===== src/rtl/fsmcpu_pkg.sv =====
package fsmcpu_pkg;
  localparam int INSTR_W = 16;
  localparam int SEL_W   = 3;
  localparam int REG_N   = 1 << SEL_W;

  typedef enum logic [2:0] {
    ST_FETCH, ST_DECODE, ST_EXEC, ST_WB, ST_HALT
  } seqState_t;

  typedef enum logic [3:0] {
    OP_NOP, OP_ADD, OP_SUB, OP_AND, OP_OR, OP_XOR, OP_NOT, OP_SHL,
    OP_SHR, OP_MOV, OP_LDI, OP_JMP, OP_BZ, OP_BC, OP_OUT, OP_HLT
  } opcode_t;

  typedef struct packed {
    logic instrLd;
    logic operLd;
    logic execLd;
    logic flagWe;
    logic regWe;
    logic pcUpd;
  } ctrlStrobe_t;

  function automatic logic writesFlags(opcode_t op);
    return (op >= OP_ADD) && (op <= OP_SHR);
  endfunction

  function automatic logic writesReg(opcode_t op);
    return (op >= OP_ADD) && (op <= OP_LDI);
  endfunction
endpackage


===== src/rtl/fsmcpu_ctrl.sv =====
module fsmcpu_ctrl
  import fsmcpu_pkg::*;
(
  input  logic        clk,
  input  logic        rst,
  input  opcode_t     curOp,
  input  logic        txBusy,
  output ctrlStrobe_t strb,
  output logic        txStart,
  output logic        halted
);
  seqState_t state, nextState;
  logic outWait;

  assign outWait = (curOp == OP_OUT) && txBusy;

  always_comb begin
    nextState = state;
    case (state)
      ST_FETCH:  nextState = ST_DECODE;
      ST_DECODE: nextState = ST_EXEC;
      ST_EXEC:   nextState = (curOp == OP_HLT) ? ST_HALT : ST_WB;
      ST_WB:     nextState = outWait ? ST_WB : ST_FETCH;
      default:   nextState = ST_HALT;
    endcase
  end

  always_ff @(posedge clk) begin
    if (rst) state <= ST_FETCH;
    else     state <= nextState;
  end

  always_comb begin
    strb         = '0;
    strb.instrLd = (state == ST_FETCH);
    strb.operLd  = (state == ST_DECODE);
    strb.execLd  = (state == ST_EXEC);
    strb.flagWe  = (state == ST_EXEC) && writesFlags(curOp);
    strb.regWe   = (state == ST_WB) && writesReg(curOp);
    strb.pcUpd   = (state == ST_WB) && !outWait;
  end

  assign txStart = (state == ST_EXEC) && (curOp == OP_OUT);
  assign halted  = (state == ST_HALT);


  fetch_to_decode_chk: assert property (@(posedge clk) disable iff (rst)
    (state == ST_FETCH) |=> (state == ST_DECODE));

  start_single_chk: assert property (@(posedge clk) disable iff (rst)
    txStart |=> !txStart);

  busy_hold_chk: assert property (@(posedge clk) disable iff (rst)
    (state == ST_WB && curOp == OP_OUT && txBusy) |=> (state == ST_WB));

  halt_sticky_chk: assert property (@(posedge clk) disable iff (rst)
    halted |=> halted);

  halt_quiet_chk: assert property (@(posedge clk) disable iff (rst)
    halted |-> (!txStart && !strb.pcUpd && !strb.regWe));
endmodule


===== src/rtl/fsmcpu_dpath.sv =====
module fsmcpu_dpath
  import fsmcpu_pkg::*;
#(
  parameter int DATA_W = 8,
  parameter int PC_W   = 5
) (
  input  logic               clk,
  input  logic               rst,
  input  ctrlStrobe_t        strb,
  input  logic [INSTR_W-1:0] romData,
  output logic [PC_W-1:0]    romAddr,
  output opcode_t            curOp,
  output logic [DATA_W-1:0]  txData
);
  logic [INSTR_W-1:0] instr;
  logic [DATA_W-1:0]  regs [REG_N];
  logic [DATA_W-1:0]  opA, opB, result;
  logic [DATA_W:0]    aluWide;
  logic [PC_W-1:0]    pc, target;
  logic [SEL_W-1:0]   dstSel, srcASel, srcBSel;
  logic zFlag, cFlag, takeBr;

  assign curOp   = opcode_t'(instr[15:12]);
  assign dstSel  = instr[11:9];
  assign srcASel = instr[8:6];
  assign srcBSel = instr[5:3];
  assign target  = instr[PC_W-1:0];
  assign romAddr = pc;
  assign txData  = regs[dstSel];

  always_ff @(posedge clk) begin
    if (rst) begin
      instr <= '0;
      opA   <= '0;
      opB   <= '0;
    end else begin
      if (strb.instrLd) instr <= romData;
      if (strb.operLd) begin
        opA <= regs[srcASel];
        opB <= regs[srcBSel];
      end
    end
  end

  always_comb begin
    case (curOp)
      OP_ADD:  aluWide = {1'b0, opA} + {1'b0, opB};
      OP_SUB:  aluWide = {1'b0, opA} - {1'b0, opB};
      OP_AND:  aluWide = {1'b0, opA & opB};
      OP_OR:   aluWide = {1'b0, opA | opB};
      OP_XOR:  aluWide = {1'b0, opA ^ opB};
      OP_NOT:  aluWide = {1'b0, ~opA};
      OP_SHL:  aluWide = {opA, 1'b0};
      OP_SHR:  aluWide = {opA[0], 1'b0, opA[DATA_W-1:1]};
      OP_LDI:  aluWide = {1'b0, DATA_W'(instr[7:0])};
      default: aluWide = {1'b0, opA};
    endcase
  end

  always_ff @(posedge clk) begin
    if (rst) begin
      result <= '0;
      zFlag  <= 1'b0;
      cFlag  <= 1'b0;
    end else begin
      if (strb.execLd) result <= aluWide[DATA_W-1:0];
      if (strb.flagWe) begin
        zFlag <= (aluWide[DATA_W-1:0] == '0);
        cFlag <= aluWide[DATA_W];
      end
    end
  end

  always_ff @(posedge clk) begin
    if (rst) begin
      for (int i = 0; i < REG_N; i++) regs[i] <= '0;
    end else if (strb.regWe) begin
      regs[dstSel] <= result;
    end
  end

  always_comb begin
    case (curOp)
      OP_JMP:  takeBr = 1'b1;
      OP_BZ:   takeBr = zFlag;
      OP_BC:   takeBr = cFlag;
      default: takeBr = 1'b0;
    endcase
  end

  always_ff @(posedge clk) begin
    if (rst)             pc <= '0;
    else if (strb.pcUpd) pc <= takeBr ? target : pc + 1'b1;
  end


  pc_step_chk: assert property (@(posedge clk) disable iff (rst)
    (strb.pcUpd && !takeBr) |=> (pc == $past(pc) + 1'b1));

  pc_branch_chk: assert property (@(posedge clk) disable iff (rst)
    (strb.pcUpd && takeBr) |=> (pc == $past(target)));

  pc_hold_chk: assert property (@(posedge clk) disable iff (rst)
    !strb.pcUpd |=> $stable(pc));

  flags_hold_chk: assert property (@(posedge clk) disable iff (rst)
    !strb.flagWe |=> ($stable(zFlag) && $stable(cFlag)));
endmodule


===== src/rtl/fsm_cpu_core.sv =====
module fsm_cpu_core
  import fsmcpu_pkg::*;
#(
  parameter int DATA_W = 8,
  parameter int PC_W   = 5
) (
  input  logic               clk,
  input  logic               rst,
  output logic [PC_W-1:0]    romAddr,
  input  logic [INSTR_W-1:0] romData,
  output logic               txStart,
  output logic [DATA_W-1:0]  txData,
  input  logic               txBusy,
  output logic               halted
);
  ctrlStrobe_t strb;
  opcode_t     curOp;

  fsmcpu_ctrl u_ctrl (
    .clk(clk), .rst(rst), .curOp(curOp), .txBusy(txBusy),
    .strb(strb), .txStart(txStart), .halted(halted)
  );

  fsmcpu_dpath #(.DATA_W(DATA_W), .PC_W(PC_W)) u_dpath (
    .clk(clk), .rst(rst), .strb(strb), .romData(romData),
    .romAddr(romAddr), .curOp(curOp), .txData(txData)
  );
endmodule


===== config.mk =====
export PLATFORM = sky130hd
export DESIGN_NAME = fsm_cpu_core
export DESIGN_NICKNAME = d
export VERILOG_FILES = /design/src/rtl/fsmcpu_pkg.sv /design/src/rtl/fsmcpu_ctrl.sv /design/src/rtl/fsmcpu_dpath.sv /design/src/rtl/fsm_cpu_core.sv
export SDC_FILE = /design/constraint.sdc
export NUM_CORES = 1
export LEC_CHECK = 0
export CORE_MARGIN = 2
export CORE_UTILIZATION = 45
export DETAILED_ROUTE_END_ITERATION = 16
export DONT_BUFFER_PORTS = 1
export GPL_ROUTABILITY_DRIVEN = 0
export PLACE_DENSITY_LB_ADDON = 0.2
export REMOVE_ABC_BUFFERS = 1
export SETUP_SLACK_MARGIN = 0.2
export SYNTH_ARGS = -nofsm -noshare
export SYNTH_HDL_FRONTEND = slang
export SYNTH_SLANG_ARGS = --single-unit

===== constraint.sdc =====
create_clock -name clk -period 3.1 [get_ports clk]
set_input_delay 0.465 -clock clk [delete_from_list [all_inputs] [get_ports clk]]
set_output_delay 0.465 -clock clk [all_outputs]
set_load 0.01 [all_outputs]

==> run_results.csv, run 1 <==
group,metric,value,unit
route,wl_per_cell,20.0,um
timing,hold_viol,0,
logic_synthesis,async_flop_share,0,
clock_tree,cts_max_level,4,
hold_path,hp-class,"in2reg",
place,pre_cts_ws,68.0,ps
pwr,leakage,0.00293,uW
setup_path,crit_type,"reg2reg",
setup_path,endpoint_kind,"flop",
floorplan,die_x,132,um
clock_tree,cts_made_buffers,17,
timing,slew-limit-headroom,0.348,
route,vias,5457,
clock_tree,cts_tree,"done",
clock_tree,clkSinkCount,117,
timing,slew_violations,0,
layout,fillers,1424,
logic_synthesis,synth_area_leaders,"edfxtp_1, mux4_2, dfxtp_1",
clock_tree,clock_latency,430,ps
global_routing,grt-ovfl-total,0,
pwr,ir_drop,428,uV
global_routing,grt_max_degree,61,
timing,fin_setup_tns,0,ps
timing,fin_crit_sh,0.903,
route,drt_first_pass_iters,5,
logic_synthesis,yosysSeqAreaShare,0.404,
timing,rsz0062_at_grt,"true",
clock_tree,clock_path_buffers,2,
logic_synthesis,netlist_instances,695,
place,io_buffer_count,0,
logic_synthesis,synth_edf_count,64,
clock_tree,cts-hold-fix-buffers,0,
floorplan,die-area,17500,um2
logic_synthesis,syn_avg_cell_area,10.6,um2
timing,tightest_slew,972,ps
route,ant_nets,0,
layout,syn_to_final_growth,12.7,%
layout,seqCellArea,2980,um2
logic_synthesis,synth_top_area_frac,0.260,
floorplan,rows,46,
global_routing,grtUsageTotal,0.220,
logic_synthesis,netlist_area,7390,um2
logic_synthesis,synth_ff_type,"edfxtp_1",
run_status,outcome,"finished clean",
logic_synthesis,ys_ff_latch,117,
layout,nets,739,
global_routing,grt_pass1_vias,5478,
floorplan,pin_count,34,
timing,setup_violations,0,
global_routing,antenna_found_initial,0,
route,initialDrtViolationCount,555,
setup_path,crit_required,3470,ps
layout,multi_input_area,4170,um2
logic_synthesis,yosys.area.top_type,"edfxtp_1",
route,drt-total-wl,18500,um
pwr,cellPowerDensity,654,nW/um2
timing,period_minus_slack,2800,ps
place,hpwl,13500,um
floorplan,initial_core_util,0.463,
route,drc_errors,0,
logic_synthesis,synth.distinct_cells,65,
layout,final_layout_size_suffix_gt1_frac,0.203,
global_routing,grt_pass1_wl,29800,um
timing,clock_skew,9.03,ps
timing,fmax,0.357,GHz
route,avgViaCountPerCell,5.92,
clock_tree,clk_pin_slew,60,ps
clock_tree,root_buffer,"clkbuf_16",
floorplan,core_region_area,15900,um2
flow_run,drv_cap,0,
setup_path,cp-start-kind,"flop",
logic_synthesis,synth-warning-count,0,
floorplan,die_h,132,um
setup_path,cp_data_arrival_time,3170,ps
timing,setup_ws,302,ps
layout,n_antenna_cell,0,
setup_path,critical_path.max_fanout,7,
-- where the power goes --
group,switching [uW],internal (uW)
combinational,807,649
clock,779,1290
sequential,178,1740
-- synthesized netlist by cell type, types with 5 or more instances --
cell / n
buf_1: 6
or2_2: 11
o21ai_0: 12
a31oi_1: 7
a211oi_1: 20
a21oi_1: 38
o31ai_1: 5
clkbuf_1: 26
nand2_1: 58
nor3_1: 20
buf_2: 13
o211ai_1: 5
nand3_1: 6
nand2b_1: 9
mux4_2: 48
mux2_2: 9
nor2_1: 52
dfxtp_1: 53
nand3b_1: 5
edfxtp_1: 64
and2_1: 67
nor2b_1: 7
mux2i_1: 25
inv_1: 21
xnor2_1: 7
ha_1: 26
-- worst paths after layout --
| check | startpoint | end | slack (ps) | cells after the start |
|---|---|---|---|---|
| min | rst | u_dpath.instr[8] | 120 | 1 |
| max reg2reg | u_dpath.instr[15] | u_dpath.zFlag | 300 | 12 |
| min reg2reg | u_dpath.instr[1] | u_dpath.instr[1] | 480 | 2 |
| max | u_dpath.instr[15] | u_dpath.zFlag | 300 | 12 |
-- layout make-up --
class	instances	area share
clock inverter	15	0.0232
clock buffer	17	0.0511
multi-input combinational	509	0.501
timing repair buffer	27	0.0244
sequential	117	0.359
tap	216	0.0325
inverter	21	0.00947
-- metrics by stage --
stage	cells	area, um2	total power, uW	utilization	hold WS [ps]
3_5_place_dp	889	7650	3320	0.480	471
5_1_grt	922	8320	5710	0.522	111
2_1_floorplan	647	7170	2920	-	440
6_report	922	8320	5440	0.522	115
3_3_place_gp	889	7650	3280	0.480	464
4_1_cts	921	8280	5390	0.519	110
-- layer usage --
metal	routed length [um]	GRT usage
met1	8040	0.286
met2	9080	0.362
met3	966	0.0492
met4	382	0.0821
met5	0	0
-- critical path, cell delays in order, from the launching register on --
cell      delay, ps
dfxtp_1         300
or2_2           330
nor3_4          170
buf_4           180
nor2_1           60
xnor2_1         120
ha_1            350
a21o_1          170
a211oi_1        220
nor3_1           70
o32a_1          380
nor4_2          240
a21o_1          140
-- cell usage in the layout, fill, tap and decap left out, types with 5 or more instances in the layout --
| master | count |
|---|---|
| and2_1 | 67 |
| edfxtp_1 | 64 |
| nand2_1 | 58 |
| nor2_1 | 52 |
| dfxtp_1 | 52 |
| mux4_2 | 48 |
| a21oi_1 | 38 |
| buf_4 | 27 |
| ha_1 | 26 |
| mux2i_1 | 25 |
| inv_1 | 21 |
| a211oi_1 | 20 |
| nor3_1 | 18 |
| clkbuf_16 | 17 |
| or2_2 | 11 |
| o21ai_0 | 11 |
| mux2_2 | 9 |
| nand2b_1 | 9 |
| xnor2_1 | 7 |
| nor2b_1 | 7 |
| a31oi_1 | 6 |
| nand3_1 | 6 |
| nand3b_1 | 5 |
| o211ai_1 | 5 |
| inv_6 | 5 |
-- registers in the layout, indices dropped and copies added (netlist names), named ones only --
signal / count
u_dpath.regs: 64
u_dpath.instr: 16
u_dpath.opA: 8
u_dpath.opB: 8
u_dpath.result: 8
u_dpath.romAddr: 5
u_ctrl.state: 3
u_dpath.cFlag: 1
u_dpath.zFlag: 1
-- logic make-up after synthesis --
group	synth area share
simple gates	0.184
compound gates	0.121
flops	0.404
mux	0.194
buf+inv	0.0398
fa+ha+maj	0.0467
xor+xnor	0.0107
-- repair_timing --
item,4_1_cts,5_1_grt
gates cloned,0,0
pin swaps,0,2
setup buffers,0,1
gates resized for setup,3,8
endpoints found under the setup margin,4,13
endpoints found under the hold margin,0,0
(Power assumes the default switching activity.)
==> run 2: changes to the inputs <==
==> constraint.sdc (replaced) <==
create_clock -name clk -period 3.1 [get_ports clk]
set_input_delay 0.465 -clock clk [delete_from_list [all_inputs] [get_ports clk]]
set_output_delay 0.465 -clock clk [all_outputs]
set_load 0.1 [all_outputs]
==> run 2 against run 1 <==
Design area increased by 0.89%. Clock power decreased by 16%. Die area unchanged. Setup slack got worse by 45 ps. Critical path depth unchanged. Via count increased by 1.4%. Clock-buffer cell count increased by 6.
==> run_results.csv, run 2 (same netlist as run 1, synthesis figures left out) <==
group,metric,value,unit
layout,layout.cells.most_common,"and2_1",
setup_path,slowest_delay,370,ps
layout,layout_common_cells,"and2_1, edfxtp_1, nand2_1, nor2_1, dfxtp_1",
setup_path,cp_top_family,"simple AND/OR/NAND/NOR gates",
timing,tightest_slew,1020,ps
floorplan,core_region_area,15900,um2
setup_path,crit_slowest_cell,"ha_1",
layout,n_antenna_cell,0,
route,drt_first_pass_iters,5,
place,io_buffer_count,0,
floorplan,initial_core_util,0.463,
layout,seqCellArea,2980,um2
layout,syn_to_final_growth,13.7,%
route,ant_nets,0,
timing,fin_crit_sh,0.917,
layout,final_layout_size_suffix_gt1_frac,0.221,
timing,slew_violations,0,
timing,hold_viol,0,
layout,reg_top3,"u_dpath.regs: 64 flops, u_dpath.instr: 16 flops",
setup_path,r2r_end,"u_dpath.zFlag",
floorplan,rows,46,
pwr,ir_drop,464,uV
flow_run,drv_cap,0,
hold_path,hp-start,"rst",
global_routing,grt_max_degree,61,
pwr,leakage,0.00293,uW
hold_path,hp-class,"in2reg",
pwr,cellPowerDensity,645,nW/um2
setup_path,cp-start-kind,"flop",
floorplan,die_h,132,um
layout,final_cell_count_no_fill,931,
setup_path,path_depth,12,
global_routing,grt-ovfl-total,0,
global_routing,top_usage_layer,"met2",
timing,hold_slack,133,ps
clock_tree,cts_max_level,4,
setup_path,worstPathCellList,"or2_4, nor3_4, buf_6, nor2_1, xnor2_1, ha_1, buf_4, xor2_1, a2bb2oi_1, nand4_1, a2111oi_4, a21o_1",
timing,fmax,0.352,GHz
clock_tree,root_buffer,"clkbuf_16",
hold_path,holdPathEnd,"u_dpath.instr[6]",
global_routing,use_met3,0.0465,
layout,regMostFlops,"u_dpath.regs",
setup_path,cp_data_arrival_time,3200,ps
setup_path,rr_startpoint,"u_dpath.instr[15]",
clock_tree,clock_path_buffers,2,
global_routing,grt_pass1_wl,29600,um
setup_path,crit_type,"reg2reg",
route,initialDrtViolationCount,460,
setup_path,crit_buf_inv,2,
floorplan,die-area,17500,um2
layout,multi_input_area,4240,um2
layout,nets,748,
place,dpl_cell_area,7720,um2
global_routing,antenna_found_initial,0,
floorplan,pin_count,34,
clock_tree,clk_pin_slew,50,ps
setup_path,r2r_setup_slack,260,ps
timing,period_minus_slack,2840,ps
route,wl_per_cell,20.1,um
setup_path,reg2reg_depth,12,
timing,slew-limit-headroom,0.322,
route,drc_errors,0,
layout,largest_reg_flops,64,
layout,finish.instance_area,8400,um2
setup_path,crit_required,3460,ps
hold_path,holdPathStages,1,
global_routing,use_met1,0.277,
global_routing,grt_pass1_vias,5546,
setup_path,endpoint_kind,"flop",
timing,setup_violations,0,
place,hpwl,13700,um
route,avgViaCountPerCell,5.95,
floorplan,die_x,132,um
clock_tree,clock_latency,420,ps
global_routing,grtUsageTotal,0.218,
clock_tree,clkSinkCount,117,
route,vias,5535,
layout,fillers,1452,
setup_path,critical_path.max_fanout,7,
clock_tree,cts_made_buffers,17,
route,drt-total-wl,18700,um
clock_tree,cts_tree,"done",
pwr,finalPower,5420,uW
place,place_inst,895,
timing,clock_skew,12.2,ps
global_routing,grt_use_met2,0.367,
run_status,outcome,"finished clean",
clock_tree,cts-hold-fix-buffers,0,
timing,rsz0062_at_grt,"true",
==> run 2: cell types whose count changed in the layout (fill, tap and decap cells not counted), moves of 3 or more <==
cell | previous run | this run
buf_4 | 27 | 34
bufinv_16 | 3 | 0
clkbuf_1 | 0 | 4
clkinv_2 | 2 | 5
ha_1 | 26 | 23
ha_2 | 0 | 3
inv_6 | 5 | 0
==> run 2: report_power, final <==
group	leakage [uW]	internal (uW)	switching (uW)
combinational	0.00158	734	1040
sequential	0.00110	1740	161
clock	0.000257	1050	682
total	0.00293	3530	1890
==> run 2: stage by stage <==
step / utilization / setup TNS [ps] / worst slack (ps)
floorplan: - / -3870 / -589
CTS: 0.518 / 0 / 215
global placement: 0.484 / 0 / 210
finish: 0.527 / 0 / 257
global route: 0.527 / 0 / 111
detailed placement: 0.484 / 0 / 71.1
==> run 2: routing by layer <==
layer  vias to the layer above  wire length, um
met1                      2736             8030
met3                        27              958
met5                         -                0
met4                         0              379
met2                       157             9340
li1                       2615                -
==> run 2: what timing repair did <==
action	in CTS	in global routing
pin swaps	0	9
resized for setup	3	22
buffers inserted	0	4
setup endpoints to repair	4	4
==> run 2: how the worst max path moves through the flow <==
stage / endpoint / slack (ps) / startpoint
floorplan: u_dpath.zFlag / -590 / u_dpath.instr[13]
global placement: u_dpath.zFlag / 210 / u_dpath.instr[15]
detailed placement: u_dpath.zFlag / 70 / u_dpath.instr[15]
CTS: u_dpath.zFlag / 220 / u_dpath.instr[15]
global route: u_dpath.zFlag / 110 / u_dpath.opB[0]
finish: u_dpath.zFlag / 260 / u_dpath.instr[15]
==> run 2: final cells by class <==
class	count	area share
flip-flops and latches	117	0.355
clock buffers	23	0.0557
well taps	216	0.0322
clock inverters	9	0.00685
inverters	21	0.00939
multi-input cells	509	0.505
repair buffers	36	0.0350
==> run 3: changes to the inputs <==
--- a/config.mk
+++ b/config.mk
@@ -10,8 +10,8 @@
 export DETAILED_ROUTE_END_ITERATION = 16
 export DONT_BUFFER_PORTS = 1
 export GPL_ROUTABILITY_DRIVEN = 0
+export GPL_TIMING_DRIVEN = 0
 export PLACE_DENSITY_LB_ADDON = 0.2
-export REMOVE_ABC_BUFFERS = 1
 export SETUP_SLACK_MARGIN = 0.2
 export SYNTH_ARGS = -nofsm -noshare
 export SYNTH_HDL_FRONTEND = slang
==> run 3 against run 2 <==
Utilization grew 2.1 points. Critical path depth is 2 higher. Largest power group is now clock. Wire length rose by 18%. Hold slack improved by 42 ps. Non-clock buffer count up 27.
==> run_results.csv, run 3 (same netlist as run 1, synthesis figures left out) <==
group,metric,value,unit
place,hpwl,16200,um
flow_run,drv_cap,0,
global_routing,grt_max_degree,17,
layout,final_cell_count_no_fill,958,
pwr,seqPwrFrac,0.318,
timing,fmax,0.340,GHz
route,wl_per_cell,23.1,um
route,drt-total-wl,22100,um
hold_path,holdPathStages,2,
setup_path,reg2reg_depth,14,
clock_tree,root_buffer,"clkbuf_16",
clock_tree,cts_made_buffers,17,
timing,setup_violations,0,
place,place_inst,911,
place,io_buffer_count,0,
timing,slew-limit-headroom,0.254,
pwr,clockPowerShare,0.351,
floorplan,initial_core_util,0.463,
layout,n_antenna_cell,0,
timing,slew_violations,0,
timing,setup_ws,161,ps
setup_path,cp-start-kind,"flop",
route,avgViaCountPerCell,6.24,
pwr,swShare,0.343,
setup_path,crit_type,"reg2reg",
setup_path,critical_path.max_fanout,5,
run_status,outcome,"finished clean",
layout,reg_top3,"u_dpath.regs: 64 flops, u_dpath.instr: 16 flops",
clock_tree,clk_pin_slew,50,ps
clock_tree,clkSinkCount,117,
layout,layout.cells.most_common,"and2_1",
layout,seqCellArea,3000,um2
route,ant_nets,0,
floorplan,die_x,132,um
floorplan,core_region_area,15900,um2
pwr,ir_drop,529,uV
pwr,leakage,0.00305,uW
pwr,internal_power,4000,uW
timing,period_minus_slack,2940,ps
layout,final_layout_size_suffix_gt1_frac,0.235,
layout,final_util,0.548,
global_routing,antenna_found_initial,0,
layout,fillers,1382,
setup_path,endpoint_kind,"flop",
setup_path,cp_data_arrival_time,3300,ps
route,drc_errors,0,
clock_tree,clock_latency,430,ps
place,pre_cts_ws,-696,ps
layout,multi_input_area,4350,um2
layout,layout_common_cells,"and2_1, edfxtp_1, nand2_1, nor2_1",
global_routing,grt_pass1_vias,5801,
global_routing,grtUsageTotal,0.256,
timing,tightest_slew,1120,ps
global_routing,grt_pass1_wl,33500,um
clock_tree,clock_path_buffers,2,
route,vias,5979,
timing,rsz0062_at_grt,"true",
logic_synthesis,synth_nets,741,
floorplan,die-area,17500,um2
layout,finish.instance_area,8730,um2
layout,largest_reg_flops,64,
floorplan,pin_count,34,
floorplan,rows,46,
global_routing,grt-ovfl-total,0,
layout,syn_to_final_growth,18.2,%
route,initialDrtViolationCount,744,
place,dpl_cell_area,7680,um2
pwr,p_switching,2090,uW
layout,regMostFlops,"u_dpath.regs",
setup_path,crit_required,3460,ps
clock_tree,cts_tree,"done",
clock_tree,cts_max_level,4,
layout,nets,775,
hold_path,hp-class,"in2reg",
pwr,p_comb_frac,0.331,
route,drt_first_pass_iters,5,
timing,clock_skew,15.1,ps
timing,hold_viol,0,
pwr,cellPowerDensity,697,nW/um2
timing,fin_crit_sh,0.948,
floorplan,die_h,132,um
==> run 3: metrics by stage <==
stage / power, uW / hold slack [ps] / TNS, ps
2_1_floorplan: 3130 / 446 / 0
3_3_place_gp: 3530 / 471 / -10550
3_5_place_dp: 3570 / 489 / -12500
4_1_cts: 5870 / 162 / 0
5_1_grt: 6320 / 181 / 0
6_report: 6090 / 175 / 0
==> run 3: worst paths after layout <==
| path | from | endpoint | slack, ps |
|---|---|---|---|
| worst max-delay path | u_dpath.instr[12] | u_dpath.zFlag | 160 |
| worst min-delay path | romData[15] | u_dpath.instr[15] | 180 |
| worst max register to register | u_dpath.instr[12] | u_dpath.zFlag | 160 |
| worst min register to register | u_dpath.instr[0] | u_dpath.instr[0] | 500 |
==> run 3: final cells by class <==
| type | instances | area share |
|---|---|---|
| Clock inverter | 14 | 0.0239 |
| Sequential cell | 117 | 0.343 |
| Timing Repair Buffer | 15 | 0.0142 |
| Tap cell | 216 | 0.0309 |
| Clock buffer | 18 | 0.0491 |
| Multi-Input combinational cell | 509 | 0.498 |
| Buffer | 48 | 0.0317 |
| Inverter | 21 | 0.00903 |
==> run 3: critical path: stages, from the launching register on <==
cell      delay (ps)
dfxtp_2          320
buf_6            120
or2_4            270
nor3_4           230
buf_6            150
nor2_1            50
xnor2_1          130
ha_1             350
or3_1            350
a31oi_2          220
a2111o_1         140
o211ai_1          80
buf_4            180
nor4_4           140
a21o_1           140
==> run 3: metal layers <==
| metal | vias to the layer above | global-route usage | wire (um) |
|---|---|---|---|
| met5 | - | 0 | 0 |
| met4 | 0 | 0.127 | 868 |
| met3 | 67 | 0.0642 | 1870 |
| met2 | 303 | 0.411 | 10500 |
| met1 | 2924 | 0.322 | 8880 |
| li1 | 2685 | - | - |
==> run 3: timing repair <==
item	CTS	global route
pin swaps	17	23
hold endpoints to repair	0	0
gates resized for setup	47	33
hold buffers	0	0
setup endpoints to repair	130	28
setup buffers	9	6
==> run 3: power groups by stage <==
| stage | combinational (uW) | sequential [uW] | clock, uW |
|---|---|---|---|
| after detailed placement | 1610 | 1950 | 0 |
| after floorplan | 1260 | 1870 | 0 |
| after global routing | 2150 | 1950 | 2220 |
| after global placement | 1590 | 1940 | 0 |
| final | 2020 | 1940 | 2140 |
| after CTS | 1790 | 1930 | 2150 |
